File: config.mk
export PLATFORM = sky130hd
export DESIGN_NAME = slot_arbiter
export DESIGN_NICKNAME = d
export VERILOG_FILES = /design/src/rtl/slot_arb_pkg.sv /design/src/rtl/slot_table.sv /design/src/rtl/fallback_pick.sv /design/src/rtl/region_sched.sv /design/src/rtl/slot_arbiter.sv
export SDC_FILE = /design/constraint.sdc
export NUM_CORES = 1
export LEC_CHECK = 0
export ABC_AREA = 1
export BUFFER_PORTS_ARGS = -buffer_cell sky130_fd_sc_hd__buf_2
export CAP_MARGIN = 20
export CORE_UTILIZATION = 25
export DETAILED_ROUTE_END_ITERATION = 6
export GPL_TIMING_DRIVEN = 0
export PLACE_DENSITY_LB_ADDON = 0.25
export SLEW_MARGIN = 25
export SYNTH_ARGS = -nofsm -noshare
export SYNTH_HDL_FRONTEND = slang
export SYNTH_HIERARCHICAL = 1
export SYNTH_SLANG_ARGS = --single-unit
export TNS_END_PERCENT = 10
File: constraint.sdc
create_clock -name clk -period 8.5 [get_ports clk]
set_clock_uncertainty 0.1 [all_clocks]
set_input_delay 2.55 -clock clk [delete_from_list [all_inputs] [get_ports clk]]
set_output_delay 2.55 -clock clk [all_outputs]
set_load 0.03 [all_outputs]
File: src/rtl/slot_arb_pkg.sv
package slot_arb_pkg;
  localparam int DEF_CLIENTS = 14;
  localparam int DEF_SLOTS   = 64;
  localparam int DEF_REGIONS = 2;

  typedef enum logic {
    SRC_OWNER    = 1'b0,
    SRC_FALLBACK = 1'b1
  } gnt_src_e;
endpackage

File: src/rtl/slot_table.sv
module slot_table #(
  parameter int NUM_SLOTS = 64,
  parameter int CIDX_W    = 4,
  localparam int SLOT_W   = $clog2(NUM_SLOTS)
) (
  input  logic              clk,
  input  logic              rst_n,
  input  logic              we,
  input  logic [SLOT_W-1:0] wr_slot,
  input  logic [CIDX_W-1:0] wr_client,
  input  logic [SLOT_W-1:0] rd_slot,
  output logic [CIDX_W-1:0] rd_client
);
  logic [CIDX_W-1:0] entry_q [NUM_SLOTS];

  always_ff @(posedge clk) begin
    if (!rst_n) begin
      for (int s = 0; s < NUM_SLOTS; s++) entry_q[s] <= '0;
    end else if (we) begin
      entry_q[wr_slot] <= wr_client;
    end
  end

  assign rd_client = entry_q[rd_slot];
endmodule

File: src/rtl/fallback_pick.sv
module fallback_pick #(
  parameter int N      = 14,
  localparam int IDX_W = (N > 1) ? $clog2(N) : 1
) (
  input  logic [N-1:0]     cand,
  output logic [IDX_W-1:0] idx,
  output logic             any
);
  always_comb begin
    idx = '0;
    any = 1'b0;
    for (int i = N - 1; i >= 0; i--) begin
      if (cand[i]) begin
        idx = IDX_W'(i);
        any = 1'b1;
      end
    end
  end
endmodule

File: src/rtl/region_sched.sv
module region_sched
  import slot_arb_pkg::*;
#(
  parameter int NUM_CLIENTS = 14,
  parameter int NUM_SLOTS   = 64,
  localparam int CIDX_W     = $clog2(NUM_CLIENTS),
  localparam int SLOT_W     = $clog2(NUM_SLOTS),
  localparam int LAST_SLOT  = NUM_SLOTS - 1
) (
  input  logic                   clk,
  input  logic                   rst_n,
  input  logic [NUM_CLIENTS-1:0] req,
  input  logic                   done,
  input  logic [CIDX_W-1:0]      owner,
  output logic [SLOT_W-1:0]      ptr,
  output logic [NUM_CLIENTS-1:0] gnt,
  output logic                   gnt_fb
);
  logic                   busy_q;
  logic [NUM_CLIENTS-1:0] gnt_q;
  gnt_src_e               src_q;
  logic [SLOT_W-1:0]      ptr_q;
  logic [SLOT_W-1:0]      ptr_nxt;
  logic                   owner_hit;
  logic [CIDX_W-1:0]      fb_idx;
  logic                   fb_any;

  always_comb begin
    owner_hit = 1'b0;
    for (int i = 0; i < NUM_CLIENTS; i++) begin
      if (owner == CIDX_W'(i) && req[i]) owner_hit = 1'b1;
    end
  end

  fallback_pick #(.N(NUM_CLIENTS)) u_pick (
    .cand (req),
    .idx  (fb_idx),
    .any  (fb_any)
  );

  assign ptr_nxt = (ptr_q == SLOT_W'(LAST_SLOT)) ? '0 : ptr_q + 1'b1;

  always_ff @(posedge clk) begin
    if (!rst_n) begin
      busy_q <= 1'b0;
      gnt_q  <= '0;
      src_q  <= SRC_OWNER;
      ptr_q  <= '0;
    end else if (busy_q) begin
      if (done) begin
        busy_q <= 1'b0;
        gnt_q  <= '0;
        src_q  <= SRC_OWNER;
        ptr_q  <= ptr_nxt;
      end
    end else if (owner_hit) begin
      busy_q <= 1'b1;
      gnt_q  <= NUM_CLIENTS'(1) << owner;
      src_q  <= SRC_OWNER;
    end else if (fb_any) begin
      busy_q <= 1'b1;
      gnt_q  <= NUM_CLIENTS'(1) << fb_idx;
      src_q  <= SRC_FALLBACK;
    end else begin
      ptr_q  <= ptr_nxt;
    end
  end

  assign ptr    = ptr_q;
  assign gnt    = gnt_q;
  assign gnt_fb = (src_q == SRC_FALLBACK);

  AST_GNT_ONEHOT: assert property (@(posedge clk) disable iff (!rst_n)
    $onehot0(gnt));
  AST_GNT_HOLD: assert property (@(posedge clk) disable iff (!rst_n)
    (gnt != '0 && !done) |=> (gnt != '0 && $stable(gnt) && $stable(ptr)));
  AST_OWNER_WINS: assert property (@(posedge clk) disable iff (!rst_n)
    (gnt == '0 && owner_hit) |=> (!gnt_fb && gnt != '0));
  AST_FB_LOWEST: assert property (@(posedge clk) disable iff (!rst_n)
    (gnt == '0 && !owner_hit && req != '0) |=>
      (gnt_fb && (gnt & $past(req)) != '0 && ((gnt - 1'b1) & $past(req)) == '0));
  AST_PTR_STEP: assert property (@(posedge clk) disable iff (!rst_n)
    (gnt != '0 && done) |=>
      (gnt == '0 && ptr == (($past(ptr) == SLOT_W'(LAST_SLOT)) ? '0 : $past(ptr) + 1'b1)));
  AST_IDLE_SPIN: assert property (@(posedge clk) disable iff (!rst_n)
    (gnt == '0 && req == '0) |=>
      (gnt == '0 && ptr == (($past(ptr) == SLOT_W'(LAST_SLOT)) ? '0 : $past(ptr) + 1'b1)));
  AST_IDLE_DONE: assert property (@(posedge clk) disable iff (!rst_n)
    (gnt == '0 && done && req != '0) |=> (gnt != '0 && $stable(ptr)));
endmodule

File: src/rtl/slot_arbiter.sv
module slot_arbiter
  import slot_arb_pkg::*;
#(
  parameter int NUM_CLIENTS = DEF_CLIENTS,
  parameter int NUM_SLOTS   = DEF_SLOTS,
  parameter int NUM_REGIONS = DEF_REGIONS,
  localparam int CIDX_W     = $clog2(NUM_CLIENTS),
  localparam int SLOT_W     = $clog2(NUM_SLOTS),
  localparam int RGN_W      = (NUM_REGIONS > 1) ? $clog2(NUM_REGIONS) : 1
) (
  input  logic                               clk,
  input  logic                               rst_n,
  input  logic [NUM_REGIONS*NUM_CLIENTS-1:0] req,
  input  logic [NUM_REGIONS-1:0]             done,
  output logic [NUM_REGIONS*NUM_CLIENTS-1:0] gnt,
  output logic [NUM_REGIONS-1:0]             gnt_fb,
  output logic [NUM_REGIONS*SLOT_W-1:0]      slot_ptr,
  input  logic                               tbl_we,
  input  logic [RGN_W-1:0]                   tbl_region,
  input  logic [SLOT_W-1:0]                  tbl_slot,
  input  logic [CIDX_W-1:0]                  tbl_client
);
  for (genvar r = 0; r < NUM_REGIONS; r++) begin : g_region
    logic              we_r;
    logic [SLOT_W-1:0] ptr_r;
    logic [CIDX_W-1:0] owner_r;

    assign we_r = tbl_we && (tbl_region == RGN_W'(r));

    slot_table #(.NUM_SLOTS(NUM_SLOTS), .CIDX_W(CIDX_W)) u_table (
      .clk       (clk),
      .rst_n     (rst_n),
      .we        (we_r),
      .wr_slot   (tbl_slot),
      .wr_client (tbl_client),
      .rd_slot   (ptr_r),
      .rd_client (owner_r)
    );

    region_sched #(.NUM_CLIENTS(NUM_CLIENTS), .NUM_SLOTS(NUM_SLOTS)) u_sched (
      .clk    (clk),
      .rst_n  (rst_n),
      .req    (req[r*NUM_CLIENTS +: NUM_CLIENTS]),
      .done   (done[r]),
      .owner  (owner_r),
      .ptr    (ptr_r),
      .gnt    (gnt[r*NUM_CLIENTS +: NUM_CLIENTS]),
      .gnt_fb (gnt_fb[r])
    );

    assign slot_ptr[r*SLOT_W +: SLOT_W] = ptr_r;
  end
endmodule

==> impl_summary.txt, run 1 <==
----------------------------------------------------
[Run status]
  Result of the run ... finished, final reports clean

[Placed design]
  Gp weighted congestion ... 0.9055
  Total half-perimeter wirelength after legalization and detailed placement ... 68,630 um
  Buffers on Ports ... 83
  Placement-stage worst setup slack ... 2.865 ns

[Synth]
  Sequential area share after synthesis ... 60.10%
  Yosys top cell by area ... sky130_fd_sc_hd__edfxtp_1
  Post-Synthesis Cell Area ... 0.02705 mm2
  Total number of yosys warnings ... 6
  Count of flip-flops with a built-in enable after synthesis ... 512
  Cell types with the largest area share after synthesis ... sky130_fd_sc_hd__edfxtp_1, sky130_fd_sc_hd__nand2_1, sky130_fd_sc_hd__nand3_1, sky130_fd_sc_hd__nor2_1, sky130_fd_sc_hd__dfxtp_1
  Flops & latches, synth ... 556
  Count leader, synth ... sky130_fd_sc_hd__nand2_1
  Portion of synthesized cell area occupied by the leading cell type ... 56.85%
  Top cells by count, synth ... sky130_fd_sc_hd__nand2_1, sky130_fd_sc_hd__nor2_1, sky130_fd_sc_hd__nand3_1
  Avg Cell Area, Syn ... 8.747 um2
  Net count after synthesis ... 3,138
  Proportion of synthesized flip-flops having asynchronous set or reset ... 0%
  Post-Syn Instances ... 3,092
  Primary flip-flop cell chosen by synthesis mapping ... sky130_fd_sc_hd__edfxtp_1
  Number of distinct library cells after synthesis ... 31

[Setup path]
  Startpoint type of the worst setup path ... primary input
  Setup CP Type ... in -> reg
  Critical path capture point type ... register
  Data required time of the critical path ... 8.72 ns
  Maximum net fanout on the critical path ... 10
  Critical path arrival ... 5.24 ns

[Timing]
  Portion of the clock cycle consumed by the worst path in the final layout ... 59.14%
  Total count of hold-check failures in the final report ... 0
  Post-route setup TNS ... 0 ns
  Unrepaired setup endpoints after global routing ... false
  Final critical path time including I/O delays and setup ... 5.027 ns
  Slew @ Worst Pin ... 1.138 ns
  Final setup violation count ... 0
  Max_slew headroom ... 23.55%
  Setup slack after layout ... 3.473 ns
  Highest clock frequency the design can meet ... 198.9 MHz
  Count of pins over their slew limit ... 0

[Global routing]
  Grt peak-use layer ... met2
  Number of antenna violations at the first check in global routing ... 6
  Via count of the first global-routing pass ... 21,660
  Total routing resource utilization after global routing ... 17.26%
  Wire length of the first global-routing pass ... 140,300 um
  M3 GR Usage ... 2.767%
  Met2 capacity usage during global routing ... 28.02%
  Overall overflow remaining after global route ... 0
  GR Layer Usage met1 ... 23.76%
  Pin count of the biggest net entering global routing ... 16

[Floorplan]
  Core ar. ... 0.1072 mm2
  Die Outline Area ... 0.1095 mm2
  Standard-cell rows ... 120
  I/O pins ... 86
  Overall die height ... 330.9 um
  Floorplan die width ... 330.9 um
  Starting Density ... 25.23%

[Clock network]
  # Post-CTS Setup Buffers ... 0
  Clk buf depth ... 3
  Inserted Clock Buffers ... 58
  # hold bufs at CTS ... 0
  Clock latency on the worst-skew pair ... 0.64 ns
  TritonCTS Sinks ... 556
  Count of cells resized by post-cts repair ... 0
  Clock edge transition at the registers on the reported setup and hold paths ... 0.06 ns
  Number of levels the H-tree was split into ... 2
  TritonCTS clock tree ... built
  Root cell of the clock tree ... sky130_fd_sc_hd__clkbuf_16

[Drt]
  Violation count after the first detailed-routing iteration ... 2,074
  Total length of routed wires ... 95,820 um
  DR DRC count ... 0
  Via count ... 22,520
  Post-DR wirelength/cell ... 20.39 um
  DRT antenna net count ... 0
  Via density per instance ... 4.791
  Initial DRT Pass Iterations ... 7

[Power and ir drop]
  Max IR drop VDD ... 0.0001487 V
  Power spent charging and discharging nets ... 1.701 mW
  Total internal power ... 4.787 mW
  Combinational group share of total power ... 10.9%
  Clock network power share ... 40.3%
  Power per cell area ... 206.3 mW/mm2
  Cell leakage power ... 12.08 nW
  Overall Power ... 6.488 mW
  Switching power as a share of total power ... 26.22%
  Relative contribution of sequential cells to total power ... 48.8%

[Cells and area]
  Share of final-layout standard cells stronger than drive strength 1 ... 8.252%
  Multi-input gate area in the final layout ... 0.009894 mm2
  Final core utilization ... 29.33%
  Layout net count ... 3,296
  Fillers ... 11,490
  Synthesis-to-layout area growth ... 16.26%
  Area of all sequential standard cells ... 0.01626 mm2

[Hold path]
  Worst Hold Class ... reg -> reg

[Job]
  MaxCap Viol Count ... 0

----------------------------------------------------
==> stage by stage <==
stage / area (um2) / hold WS [ns] / std cells
floorplan: 27050 / 0.4619 / 3092
global placement: 29220 / 0.3508 / 4578
detailed placement: 29520 / 0.3524 / 4593
CTS: 31440 / 0.3624 / 4699
global route: 31440 / 0.3829 / 4700
finish: 31440 / 0.3617 / 4700
==> state kept, by name (all words and copies together), names as in the netlist <==
| name | flops |
|---|---|
| g_region.u_sched/busy_q | 2 |
| g_region.u_table/entry_q | 512 |
| g_region.u_sched/ptr | 12 |
| g_region.u_sched/gnt | 28 |
| g_region.u_sched/gnt_fb | 2 |
==> cells by family (layout without fill, tap and decap cells) <==
kind of cell	count (synthesis)	after routing	synth area share, %
adders and majority gates	2	2	0.09251
buffers and inverters	268	472	3.840
AOI/OAI and AO/OA	46	46	1.009
DFF	556	556	60.10
xor gates and xnor gates	4	4	0.1295
other	0	1	0
and+or+nand+nor	2216	2216	34.83
==> layout make-up <==
type                            instances  share of cell area (%)
Tap cell                             1403                   5.583
Clock buffer                           72                   4.922
Buffer                                184                   2.300
Timing Repair Buffer                   98                   1.834
Sequential cell                       556                   51.70
Multi-Input combinational cell       2268                   31.47
Clock inverter                         34                   1.182
Antenna cell                            1                0.007959
Inverter                               84                   1.003
==> power groups by stage <==
stage | sequential (mW) | combinational [mW] | clock [mW]
after floorplan | 3.22 | 0.419 | 0
after global placement | 3.22 | 0.694 | 0
after detailed placement | 3.22 | 0.706 | 0
after CTS | 3.16 | 0.708 | 2.68
after global routing | 3.18 | 0.779 | 2.76
final | 3.16 | 0.710 | 2.61
==> routing by layer <==
metal | part of all wire [%] | vias to the layer above
li1 | - | 10650
met1 | 44 | 10900
met2 | 46 | 820
met3 | 7.6 | 145
met4 | 2.5 | 10
met5 | 0.067 | -
==> cells in the final DEF, fill, tap and decap left out, types with 30 or more instances in the layout <==
cell	instances
sky130_fd_sc_hd__clkbuf_1	163
sky130_fd_sc_hd__dfxtp_1	44
sky130_fd_sc_hd__clkbuf_16	59
sky130_fd_sc_hd__nand3_1	518
sky130_fd_sc_hd__nand2_1	1015
sky130_fd_sc_hd__edfxtp_1	512
sky130_fd_sc_hd__a21oi_1	30
sky130_fd_sc_hd__buf_2	91
sky130_fd_sc_hd__nor2_1	586
sky130_fd_sc_hd__inv_1	66
==> path summary, 6_finish.rpt <==
kind	from	to	slack, ns	cells past startpoint
worst max-delay path	rst_n	g_region[0].u_table/entry_q[3][0]	3.47	6
worst min-delay path	g_region[1].u_sched/gnt[3]	g_region[1].u_sched/gnt[3]	0.36	2
worst max register to register	g_region[0].u_sched/ptr[0]	g_region[0].u_sched/gnt[9]	3.83	23
worst min register to register	g_region[1].u_sched/gnt[3]	g_region[1].u_sched/gnt[3]	0.36	2
==> critical path, stage by stage <==
cell and delay (ns):
sky130_fd_sc_hd__buf_2 0.44, sky130_fd_sc_hd__nand2_1 0.18, sky130_fd_sc_hd__clkbuf_1 0.45, sky130_fd_sc_hd__nor4_4 0.99, sky130_fd_sc_hd__nand2_1 0.32, sky130_fd_sc_hd__nand2_1 0.28
Note: power is estimated with default switching activity, not from simulation.
==> run 2: changes to the inputs <==
==> constraint.sdc (replaced) <==
create_clock -name clk -period 4.45 [get_ports clk]
set_clock_uncertainty 0.1 [all_clocks]
set_input_delay 1.335 -clock clk [delete_from_list [all_inputs] [get_ports clk]]
set_output_delay 1.335 -clock clk [all_outputs]
set_load 0.03 [all_outputs]
==> run 2 against run 1 <==
  * Cell area grew 0.24%
  * Power grew 91%
  * Hold slack is the same
  * First-iteration DRC count shrank 0.77%
  * Via count grew 0.24%
  * Worst setup slack lost 3.2 ns
  * Critical endpoint is now g_region[0].u_sched/gnt[9]
  * Largest power group unchanged
  * Highest routed layer unchanged
==> impl_summary.txt, run 2 (synthesis results as in run 1) <==
----------------------------------------------------
[Cells and area]
  Largest register by flop count ... g_region.u_table/entry_q
  Fillers ... 11,470 (-0.16%)
  Layout net count ... 3,296 (unchanged)
  Most used cells in the layout excluding fill and tap cells ... sky130_fd_sc_hd__nand2_1, sky130_fd_sc_hd__nor2_1, sky130_fd_sc_hd__nand3_1
  Most frequent standard cell in the layout excluding fill and tap cells ... sky130_fd_sc_hd__nand2_1
  Share of final-layout standard cells stronger than drive strength 1 ... 10.10% (+1.9 points)
  Area of all sequential standard cells ... 0.01626 mm2 (about the same)
  Synthesis-to-layout area growth ... 16.54%
  Final core utilization ... 29.40% (+0.071 points)
  Flip-flop count of the largest register, all copies and words added ... 512 (unchanged)
  Cell area after layout ... 0.03152 mm2 (+0.24%)
  Multi-input gate area in the final layout ... 0.009894 mm2 (unchanged)

[Placed design]
  Gp weighted congestion ... 0.9055 (unchanged)
  Total half-perimeter wirelength after legalization and detailed placement ... 68,630 um (unchanged)
  Total placed instance area ... 0.02952 mm2 (unchanged)
  Buffers on Ports ... 83 (unchanged)

[Drt]
  Via count ... 22,570 (+0.24%)
  Post-DR wirelength/cell ... 20.35 um (-0.19%)
  Via density per instance ... 4.803 (+0.24%)
  DR DRC count ... 0 (unchanged)
  Violation count after the first detailed-routing iteration ... 2,058 (-0.77%)
  Total length of routed wires ... 95,630 um (-0.19%)
  Initial DRT Pass Iterations ... 6 (-1)
  DRT antenna net count ... 0 (unchanged)

[Timing]
  Portion of the clock cycle consumed by the worst path in the final layout ... 94.47%
  Max_slew headroom ... 21.69% (-1.9 points)
  Worst hold-check slack ... 0.3617 ns (unchanged)
  Slew @ Worst Pin ... 1.166 ns (+0.02780 ns)
  Highest clock frequency the design can meet ... 237.9 MHz
  Unrepaired setup endpoints after global routing ... false
  Final setup violation count ... 0 (unchanged)
  Final critical path time including I/O delays and setup ... 4.204 ns
  Count of pins over their slew limit ... 0 (unchanged)
  Post-route setup TNS ... 0 ns (unchanged)
  Total count of hold-check failures in the final report ... 0 (unchanged)

[Hold path]
  Hold Startpoint ... g_region[1].u_sched/gnt[3]
  Endpoint with the worst hold slack ... g_region[1].u_sched/gnt[3]
  Worst Hold Class ... reg -> reg
  Number of cells on the worst hold path ... 2 (unchanged)

[Setup path]
  Critical path capture point type ... register
  Data required time of the critical path ... 4.92 ns (-3.80 ns)
  Beginning of the worst register-to-register path ... g_region[0].u_sched/ptr[2]
  Critical-path cell with the highest stage delay ... sky130_fd_sc_hd__buf_1
  Reg-to-Reg End ... g_region[0].u_sched/gnt[9]
  Critical path arrival ... 4.67 ns (-0.57 ns)
  Most frequent cell on the critical path ... sky130_fd_sc_hd__nand2_1
  Reg-to-reg slack, setup ... 0.25 ns (-3.58 ns)
  Largest stage delay on the critical path ... 0.66 ns (-0.33 ns)
  Startpoint type of the worst setup path ... register
  Setup CP Type ... reg -> reg
  Critical-path cell list ... clkbuf_1, inv_1, buf_1, nand3_1, nand2_1, nand2_1, nand3_1, nand3_1, nand2_1, buf_4, inv_1, nor2_1, nand2_1, nand3_1, nand3_4, nand2_4, nand2_1, nand2_1, nand3_1, nor2_1, nor2_1, nor2_1
  Count of cells along the worst register-to-register path ... 22 (-4.3%)
  Maximum net fanout on the critical path ... 10 (unchanged)

[Clock network]
  Root cell of the clock tree ... sky130_fd_sc_hd__clkbuf_16
  TritonCTS Sinks ... 556 (unchanged)
  Number of levels the H-tree was split into ... 2 (unchanged)
  Inserted Clock Buffers ... 58 (unchanged)
  TritonCTS clock tree ... built
  Clock edge transition at the registers on the reported setup and hold paths ... 0.06 ns (about the same)
  Clk buf depth ... 3 (unchanged)
  Clock latency on the worst-skew pair ... 0.64 ns (about the same)

[Floorplan]
  Floorplan die width ... 330.9 um (unchanged)
  Starting Density ... 25.23% (unchanged)
  Die Outline Area ... 0.1095 mm2 (unchanged)
  Standard-cell rows ... 120 (unchanged)
  I/O pins ... 86 (unchanged)
  Overall die height ... 330.9 um (unchanged)
  Core ar. ... 0.1072 mm2 (unchanged)

[Global routing]
  Number of antenna violations at the first check in global routing ... 6 (unchanged)
  Wire length of the first global-routing pass ... 140,300 um (about the same)
  Via count of the first global-routing pass ... 21,660 (-0.0046%)
  Total routing resource utilization after global routing ... 17.26% (about the same)
  Overall overflow remaining after global route ... 0 (unchanged)
  Pin count of the biggest net entering global routing ... 16 (unchanged)

[Run status]
  Result of the run ... finished, final reports clean

[Power and ir drop]
  Max IR drop VDD ... 0.0002830 V (+90%)
  Overall Power ... 12.40 mW (+91%)
  Cell leakage power ... 12.27 nW (+1.6%)
  Power per cell area ... 393.4 mW/mm2 (+91%)

[Job]
  MaxCap Viol Count ... 0 (unchanged)

----------------------------------------------------
## run 2: routing by layer
layer  vias up  share of wire [%]  global-route usage [%]
li1      10660                  -                       -
met1     10940                 44                   23.77
met2       831                 46                   28.04
met3       133                7.7                   2.737
met4        10                2.4                   4.567
met5         -              0.067                       0
## run 2: worst max path at each step
stage                          startpoint                                  to  slack (ns)  cells past startpoint
6_report       g_region[0].u_sched/ptr[2]          g_region[0].u_sched/gnt[9]        0.25                     22
5_1_grt        g_region[1].u_sched/ptr[0]         g_region[1].u_sched/gnt[12]        0.01                     24
4_1_cts        g_region[1].u_sched/ptr[0]         g_region[1].u_sched/gnt[12]        0.04                     23
3_5_place_dp   g_region[0].u_sched/ptr[0]          g_region[0].u_sched/gnt[9]       -0.08                     23
3_3_place_gp                        rst_n  g_region[1].u_table/entry_q[16][0]       -0.65                      6
2_1_floorplan  g_region[0].u_sched/ptr[0]         g_region[0].u_sched/gnt[10]        1.33                     23
## run 2: area by class of cell
type / count / area share [%]
Sequential cell: 556 / 51.58
Multi-Input combinational cell: 2268 / 31.39
Tap cell: 1403 / 5.569
Clock buffer: 72 / 4.910
Buffer: 184 / 2.533
Timing Repair Buffer: 98 / 1.830
Clock inverter: 34 / 1.179
Inverter: 84 / 1.000
Antenna cell: 1 / 0.007939
## run 2: through the flow
step / cells / setup WS [ns]
after floorplan: 3092 / 1.326
after global placement: 4578 / -0.6468
after detailed placement: 4593 / -0.08397
after CTS: 4699 / 0.03584
after global routing: 4700 / 0.01413
final: 4700 / 0.2459
## run 2: critical path, delay by kind of cell, from the launching register on
kind / cells / cell delay, ns
DFF: 1 / 0.38
and+or+nand+nor: 17 / 2.23
buffers and inverters: 5 / 1.42
## run 2: timing repair
action	CTS	global route
endpoints found under the hold margin	0	0
buffers inserted	0	0
resized for setup	3	110
endpoints found under the setup margin	14	44
hold buffers	0	0
## run 2: where the power goes
part	switching, mW	leakage (nW)	internal [mW]
Sequential	0.0903	5.22	5.95
Clock	2.12	0.930	2.87
Combinational	1.04	6.12	0.325
